--- src/rtl/buscyc_pkg.sv ---
package buscyc_pkg;

  typedef enum logic [1:0] {
    TERM_NONE  = 2'd0,
    TERM_OK    = 2'd1,
    TERM_ERR   = 2'd2,
    TERM_RETRY = 2'd3
  } term_e;

  typedef enum logic [1:0] {
    ST_IDLE = 2'd0,
    ST_ARB  = 2'd1,
    ST_BUS  = 2'd2
  } seq_state_e;

endpackage

--- src/rtl/buscyc_term_dec.sv ---
module buscyc_term_dec
  import buscyc_pkg::*;
(
  input  logic  native_i,
  input  logic  ta_i,
  input  logic  tea_i,
  input  logic  tra_i,
  output term_e term_o
);

  always_comb begin
    term_o = TERM_NONE;
    if (native_i) begin
      if (tra_i && !tea_i)  term_o = TERM_RETRY;
      else if (tea_i)       term_o = TERM_ERR;
      else if (ta_i)        term_o = TERM_OK;
    end else begin
      if (ta_i && tea_i)    term_o = TERM_RETRY;
      else if (tea_i)       term_o = TERM_ERR;
      else if (ta_i)        term_o = TERM_OK;
    end
  end

endmodule

--- src/rtl/buscyc_xfer_reg.sv ---
module buscyc_xfer_reg #(
  parameter int AW = 32,
  parameter int DW = 32,
  parameter int SW = 2,
  parameter int TW = 4
) (
  input  logic          clk,
  input  logic          rst,
  input  logic          load_i,
  input  logic          write_i,
  input  logic          push_i,
  input  logic [AW-1:0] addr_i,
  input  logic [SW-1:0] size_i,
  input  logic [TW-1:0] attr_i,
  input  logic [DW-1:0] wdata_i,
  input  logic          cap_i,
  input  logic [DW-1:0] rdata_i,
  output logic          write_o,
  output logic          push_o,
  output logic [AW-1:0] addr_o,
  output logic [SW-1:0] size_o,
  output logic [TW-1:0] attr_o,
  output logic [DW-1:0] wdata_o,
  output logic [DW-1:0] rdata_o
);

  always_ff @(posedge clk) begin
    if (rst) begin
      write_o <= 1'b0;
      push_o  <= 1'b0;
      addr_o  <= '0;
      size_o  <= '0;
      attr_o  <= '0;
      wdata_o <= '0;
    end else if (load_i) begin
      write_o <= write_i;
      push_o  <= push_i;
      addr_o  <= addr_i;
      size_o  <= size_i;
      attr_o  <= attr_i;
      wdata_o <= wdata_i;
    end
  end

  always_ff @(posedge clk) begin
    if (rst)        rdata_o <= '0;
    else if (cap_i) rdata_o <= rdata_i;
  end

endmodule

--- src/rtl/buscyc_seq.sv ---
module buscyc_seq
  import buscyc_pkg::*;
(
  input  logic  clk,
  input  logic  rst,
  input  logic  req_valid_i,
  input  logic  grant_i,
  input  logic  inval_i,
  input  logic  push_i,
  input  logic  write_i,
  input  term_e term_i,
  output logic  ready_o,
  output logic  load_o,
  output logic  cap_o,
  output logic  ts_o,
  output logic  tip_o,
  output logic  done_o,
  output logic  err_o,
  output logic  retry_o,
  output logic  cancel_o
);

  seq_state_e state_q;
  logic       rpend_q;

  assign ready_o = (state_q == ST_IDLE);
  assign load_o  = ready_o && req_valid_i;
  assign cap_o   = (state_q == ST_BUS) && (term_i == TERM_OK) && !write_i;

  always_ff @(posedge clk) begin
    if (rst) begin
      state_q  <= ST_IDLE;
      rpend_q  <= 1'b0;
      ts_o     <= 1'b0;
      tip_o    <= 1'b0;
      done_o   <= 1'b0;
      err_o    <= 1'b0;
      retry_o  <= 1'b0;
      cancel_o <= 1'b0;
    end else begin
      ts_o     <= 1'b0;
      done_o   <= 1'b0;
      err_o    <= 1'b0;
      retry_o  <= 1'b0;
      cancel_o <= 1'b0;
      unique case (state_q)
        ST_IDLE: begin
          if (req_valid_i) begin
            state_q <= ST_ARB;
            rpend_q <= 1'b0;
          end
        end
        ST_ARB: begin
          if (grant_i) begin
            state_q <= ST_BUS;
            ts_o    <= 1'b1;
            tip_o   <= 1'b1;
            rpend_q <= 1'b0;
          end else if (rpend_q && push_i && inval_i) begin
            state_q  <= ST_IDLE;
            cancel_o <= 1'b1;
            rpend_q  <= 1'b0;
          end
        end
        ST_BUS: begin
          unique case (term_i)
            TERM_OK: begin
              done_o  <= 1'b1;
              tip_o   <= 1'b0;
              state_q <= ST_IDLE;
            end
            TERM_ERR: begin
              err_o   <= 1'b1;
              tip_o   <= 1'b0;
              state_q <= ST_IDLE;
            end
            TERM_RETRY: begin
              retry_o <= 1'b1;
              if (grant_i) begin
                ts_o  <= 1'b1;
                tip_o <= 1'b1;
              end else begin
                tip_o   <= 1'b0;
                rpend_q <= 1'b1;
                state_q <= ST_ARB;
              end
            end
            default: ;
          endcase
        end
        default: state_q <= ST_IDLE;
      endcase
    end
  end

endmodule

--- src/rtl/buscyc_ctrl.sv ---
module buscyc_ctrl
  import buscyc_pkg::*;
#(
  parameter int AW = 32,
  parameter int DW = 32,
  parameter int SW = 2,
  parameter int TW = 4
) (
  input  logic          clk,
  input  logic          rst,
  input  logic          ack_mode_i,
  input  logic          req_valid_i,
  output logic          req_ready_o,
  input  logic          req_write_i,
  input  logic          req_push_i,
  input  logic [AW-1:0] req_addr_i,
  input  logic [SW-1:0] req_size_i,
  input  logic [TW-1:0] req_attr_i,
  input  logic [DW-1:0] req_wdata_i,
  output logic          done_o,
  output logic          err_o,
  output logic          retry_o,
  output logic          cancel_o,
  output logic [DW-1:0] rdata_o,
  input  logic          bus_grant_i,
  input  logic          snoop_inval_i,
  output logic          bus_ts_o,
  output logic          bus_tip_o,
  output logic          bus_rw_o,
  output logic [AW-1:0] bus_addr_o,
  output logic [SW-1:0] bus_size_o,
  output logic [TW-1:0] bus_attr_o,
  output logic [DW-1:0] bus_wdata_o,
  output logic          bus_wdata_oe_o,
  input  logic [DW-1:0] bus_rdata_i,
  input  logic          bus_ta_i,
  input  logic          bus_tea_i,
  input  logic          bus_tra_i
);

  logic  mode_q;
  term_e term;
  logic  load, cap, hold_write, hold_push;

  // acknowledge mode is frozen once reset is released
  always_ff @(posedge clk) begin
    if (rst) mode_q <= ack_mode_i;
  end

  buscyc_term_dec u_dec (
    .native_i (mode_q),
    .ta_i     (bus_ta_i),
    .tea_i    (bus_tea_i),
    .tra_i    (bus_tra_i),
    .term_o   (term)
  );

  buscyc_xfer_reg #(.AW(AW), .DW(DW), .SW(SW), .TW(TW)) u_hold (
    .clk     (clk),
    .rst     (rst),
    .load_i  (load),
    .write_i (req_write_i),
    .push_i  (req_push_i),
    .addr_i  (req_addr_i),
    .size_i  (req_size_i),
    .attr_i  (req_attr_i),
    .wdata_i (req_wdata_i),
    .cap_i   (cap),
    .rdata_i (bus_rdata_i),
    .write_o (hold_write),
    .push_o  (hold_push),
    .addr_o  (bus_addr_o),
    .size_o  (bus_size_o),
    .attr_o  (bus_attr_o),
    .wdata_o (bus_wdata_o),
    .rdata_o (rdata_o)
  );

  buscyc_seq u_seq (
    .clk         (clk),
    .rst         (rst),
    .req_valid_i (req_valid_i),
    .grant_i     (bus_grant_i),
    .inval_i     (snoop_inval_i),
    .push_i      (hold_push),
    .write_i     (hold_write),
    .term_i      (term),
    .ready_o     (req_ready_o),
    .load_o      (load),
    .cap_o       (cap),
    .ts_o        (bus_ts_o),
    .tip_o       (bus_tip_o),
    .done_o      (done_o),
    .err_o       (err_o),
    .retry_o     (retry_o),
    .cancel_o    (cancel_o)
  );

  assign bus_rw_o       = !hold_write;
  assign bus_wdata_oe_o = bus_tip_o && hold_write;

endmodule

--- config.mk ---
export PLATFORM = sky130hd
export DESIGN_NAME = buscyc_ctrl
export DESIGN_NICKNAME = d
export VERILOG_FILES = /design/src/rtl/buscyc_pkg.sv /design/src/rtl/buscyc_term_dec.sv /design/src/rtl/buscyc_xfer_reg.sv /design/src/rtl/buscyc_seq.sv /design/src/rtl/buscyc_ctrl.sv
export SDC_FILE = /design/constraint.sdc
export NUM_CORES = 1
export LEC_CHECK = 0
export CORE_MARGIN = 3
export CORE_UTILIZATION = 35
export DETAILED_ROUTE_END_ITERATION = 12
export GPL_ROUTABILITY_DRIVEN = 0
export PLACE_DENSITY_LB_ADDON = 0.1
export SYNTH_ARGS = -nofsm -noshare
export SYNTH_HDL_FRONTEND = slang
export SYNTH_SLANG_ARGS = --single-unit
--- constraint.sdc ---
create_clock -name clk -period 1.7 [get_ports clk]
set_input_delay 0.34 -clock clk [delete_from_list [all_inputs] [get_ports clk]]
set_output_delay 0.34 -clock clk [all_outputs]
set_load 0.01 [all_outputs]
==> impl_metrics.csv <==
group,metric,value,unit
setup_path,crit_type,"reg2reg",
sta,fin_setup_tns,0,ps
setup_path,crit_fanout,3,
synthesis,synth_area_leader_cell,"dfxtp_1",
synthesis,ys_seq_area_frac,0.560,
sta,maxSlewHeadroom,0.698,
outcome,run_status,"complete, no violations",
synthesis,synth_fa_ha_area_frac,0.0122,
synthesis,synth_compound_area_frac,0.118,
detailed_routing,firstDrtPassIters,4,
synthesis,yosysWarnings,0,
synthesis,synth_top_family_by_area,"simple AND/OR/NAND/NOR gates",
grt,grt_usage,0.193,
setup_path,cp-start-kind,"flop",
sta,worst_hold_slack,371,ps
sta,fin_worst_skew,5.23,ps
setup_path,cp_slowest_stage_delay,340,ps
layout,post-route-util,0.653,
power,leakage,3.08,nW
synthesis,synthSimpleGateAreaFrac,0.196,
synthesis,synth_seq_cells,114,
cts,cts_sinks,114,
power,total_power,8.29,mW
die,die_w,114,µm
cts,numCtsBuffers,17,
synthesis,synthTopCellsByArea,"dfxtp_1, nand2_1, a21oi_1",
setup_path,critPathCaptureType,"flop",
die,io_pins,224,
setup_path,worstSetupStartpoint,"u_seq.state_q[0]",
cts,cts_tree,"built",
sta,fin_crit_sh,0.995,
grt,grt_max_degree,53,
synthesis,netlist_top_cells_count,"nand2_1, dfxtp_1, a21oi_1, nor2_1, mux2i_1",
sta,clock.fmax,0.591,GHz
die,die_area,13000,µm²
place,dp_cells,837,
layout,antennaDiodeCount,0,
layout,nNetsFinal,835,
cts,clkTransAtPathRegs,50,ps
layout,area_growth,77.6,%
layout,stdcell_area,7270,µm²
synthesis,netlist_instances,476,
setup_path,crit_required,2000,ps
synthesis,synth_cell_types,29,
die,start_util,0.368,
synthesis,synthXorXnorAreaFrac,0,
sta,worst_pin_slew,453,ps
setup_path,r2r_start,"u_seq.state_q[0]",
power,p_per_area,1140,nW/µm²
place,dp_hpwl,9080,µm
run,cap_viol_max_count,0,
place,numPortBuffers,223,
detailed_routing,drt-initial-drc-count,240,
detailed_routing,drt-vias-per-instance,4.72,
grt,grt_overflow,0,
synthesis,synth_edf_count,1,
sta,post-route-min-period,1690,ps
detailed_routing,wire_per_inst,14.4,µm
setup_path,cp.arrival,1990,ps
cts,postCtsHoldBufs,0,
sta,hold_violations,0,
synthesis,yosysTopAreaCellShare,0.553,
sta,rsz0062_at_grt,"yes",
die,die_height,114,µm
grt,grt_pass1_wl,20100,µm
synthesis,synthMuxAreaShare,0.0783,
sta,finalSetupViolCount,0,
min_path,hp-class,"in2reg",
synthesis,synthesis.area,4090,µm²
detailed_routing,drc_errors,0,
grt,grt_pass1_vias,4211,
cts,clock_latency,400,ps
detailed_routing,ant_nets,0,
detailed_routing,drt_wl_total,12500,µm
power,peakVddDrop,0.844,mV
sta,drv_slew,0,
synthesis,synth_flop_cell,"dfxtp_1",
die,core_area,11100,µm²
place,pre_cts_ws,-287,ps
setup_path,crit_chain,"buf_4, ha_1, nor2b_2, a32o_1, or3_4, o41ai_2",
layout,drive_above_1_share,0.0974,
detailed_routing,via_count,4106,
cts,cts.path.max_buffers,2,
min_path,hold_start,"rst",
sta,setup_ws,9.05,ps
synthesis,ys_async_sr_fraction,0,
cts,cts-root-buf,"clkbuf_16",
grt,grt_antenna_before_repair,0,
synthesis,avgSynthCellArea,8.60,µm²
synthesis,yosysMostFrequentCell,"nand2_1",
place,place_area,6670,µm²
layout,layout.cells.non_filler,869,
setup_path,slowest_stage,"or3_4",
synthesis,synth_nets,593,
cts,htreeDepth,4,
die,placementRows,38,
==> worst max-delay path, delay by kind of cell (launching register included) <==
family                   cells  cell delay (ps)
buffers and inverters        1              120
adder cells (fa/ha/maj)      1              200
flip-flops                   1              320
AO/OA/AOI/OAI                2              430
AND/OR/NAND/NOR              2              520
==> sequential cells by signal, indices dropped and copies added (netlist names) <==
register        flops
u_hold.wdata_o     32
u_hold.push_o       1
u_seq.tip_o         1
u_seq.ts_o          1
u_hold.write_o      1
u_seq.state_q       2
u_hold.attr_o       4
u_hold.rdata_o     32
u_seq.retry_o       1
u_hold.size_o       2
u_seq.cancel_o      1
u_seq.done_o        1
u_seq.err_o         1
u_hold.addr_o      32
mode_q              1
u_seq.rpend_q       1
==> power breakdown <==
group          internal (mW)  leakage, nW  switching [mW]
combinational           1.08         1.88           0.947
clock                   2.05        0.266            1.13
sequential              2.95        0.933           0.136
total                   6.08         3.08            2.21
==> cells by family (layout without fill, tap and decap cells) <==
kind of cell / count (synthesis) / count (layout)
simple gates: 200 / 200
flops: 114 / 114
compound gates: 88 / 88
buf+inv: 38 / 291
mux: 32 / 32
fa+ha+maj: 4 / 4
==> layout make-up <==
type                    count  area, µm²
clock buffers              23        468
well taps                 140        175
clock inverters             7       60.1
fillers                   960       3860
flip-flops and latches    114       2290
repair buffers            253       2550
multi-input cells         324       1690
inverters                   8       30.0
==> final timing paths <==
check	end	slack, ps	cells after the start
worst max-delay path	u_seq.state_q[1]	9	6
worst min-delay path	u_hold.rdata_o[23]	370	2
worst max register to register	u_seq.state_q[1]	9	6
worst min register to register	u_hold.attr_o[0]	450	2
==> per-layer routing <==
metal | part of all wire | global-route usage
met1 | 0.38 | 0.208
met2 | 0.49 | 0.328
met5 | 0 | 0
met3 | 0.10 | 0.0936
met4 | 0.018 | 0.0713
==> what timing repair did <==
| action | 4_1_cts | 5_1_grt |
|---|---|---|
| gates cloned | 0 | 1 |
| setup endpoints to repair | 11 | 19 |
| pin swaps | 1 | 2 |
| hold endpoints to repair | 0 | 0 |
| resized for setup | 13 | 6 |
| buffers inserted | 0 | 1 |
==> layout by cell type (no fill, tap or decap), types with 6 or more instances in the layout <==
cell,synthesis,final
nor2_1,35,35
mux2i_1,32,32
inv_1,8,7
a21oi_1,76,76
nand2_1,150,149
clkbuf_16,0,18
clkinv_2,0,6
clkdlybuf4s50_1,0,214
buf_4,0,23
dfxtp_1,113,111
buf_12,0,6
Power figures use the tool's default switching activity.
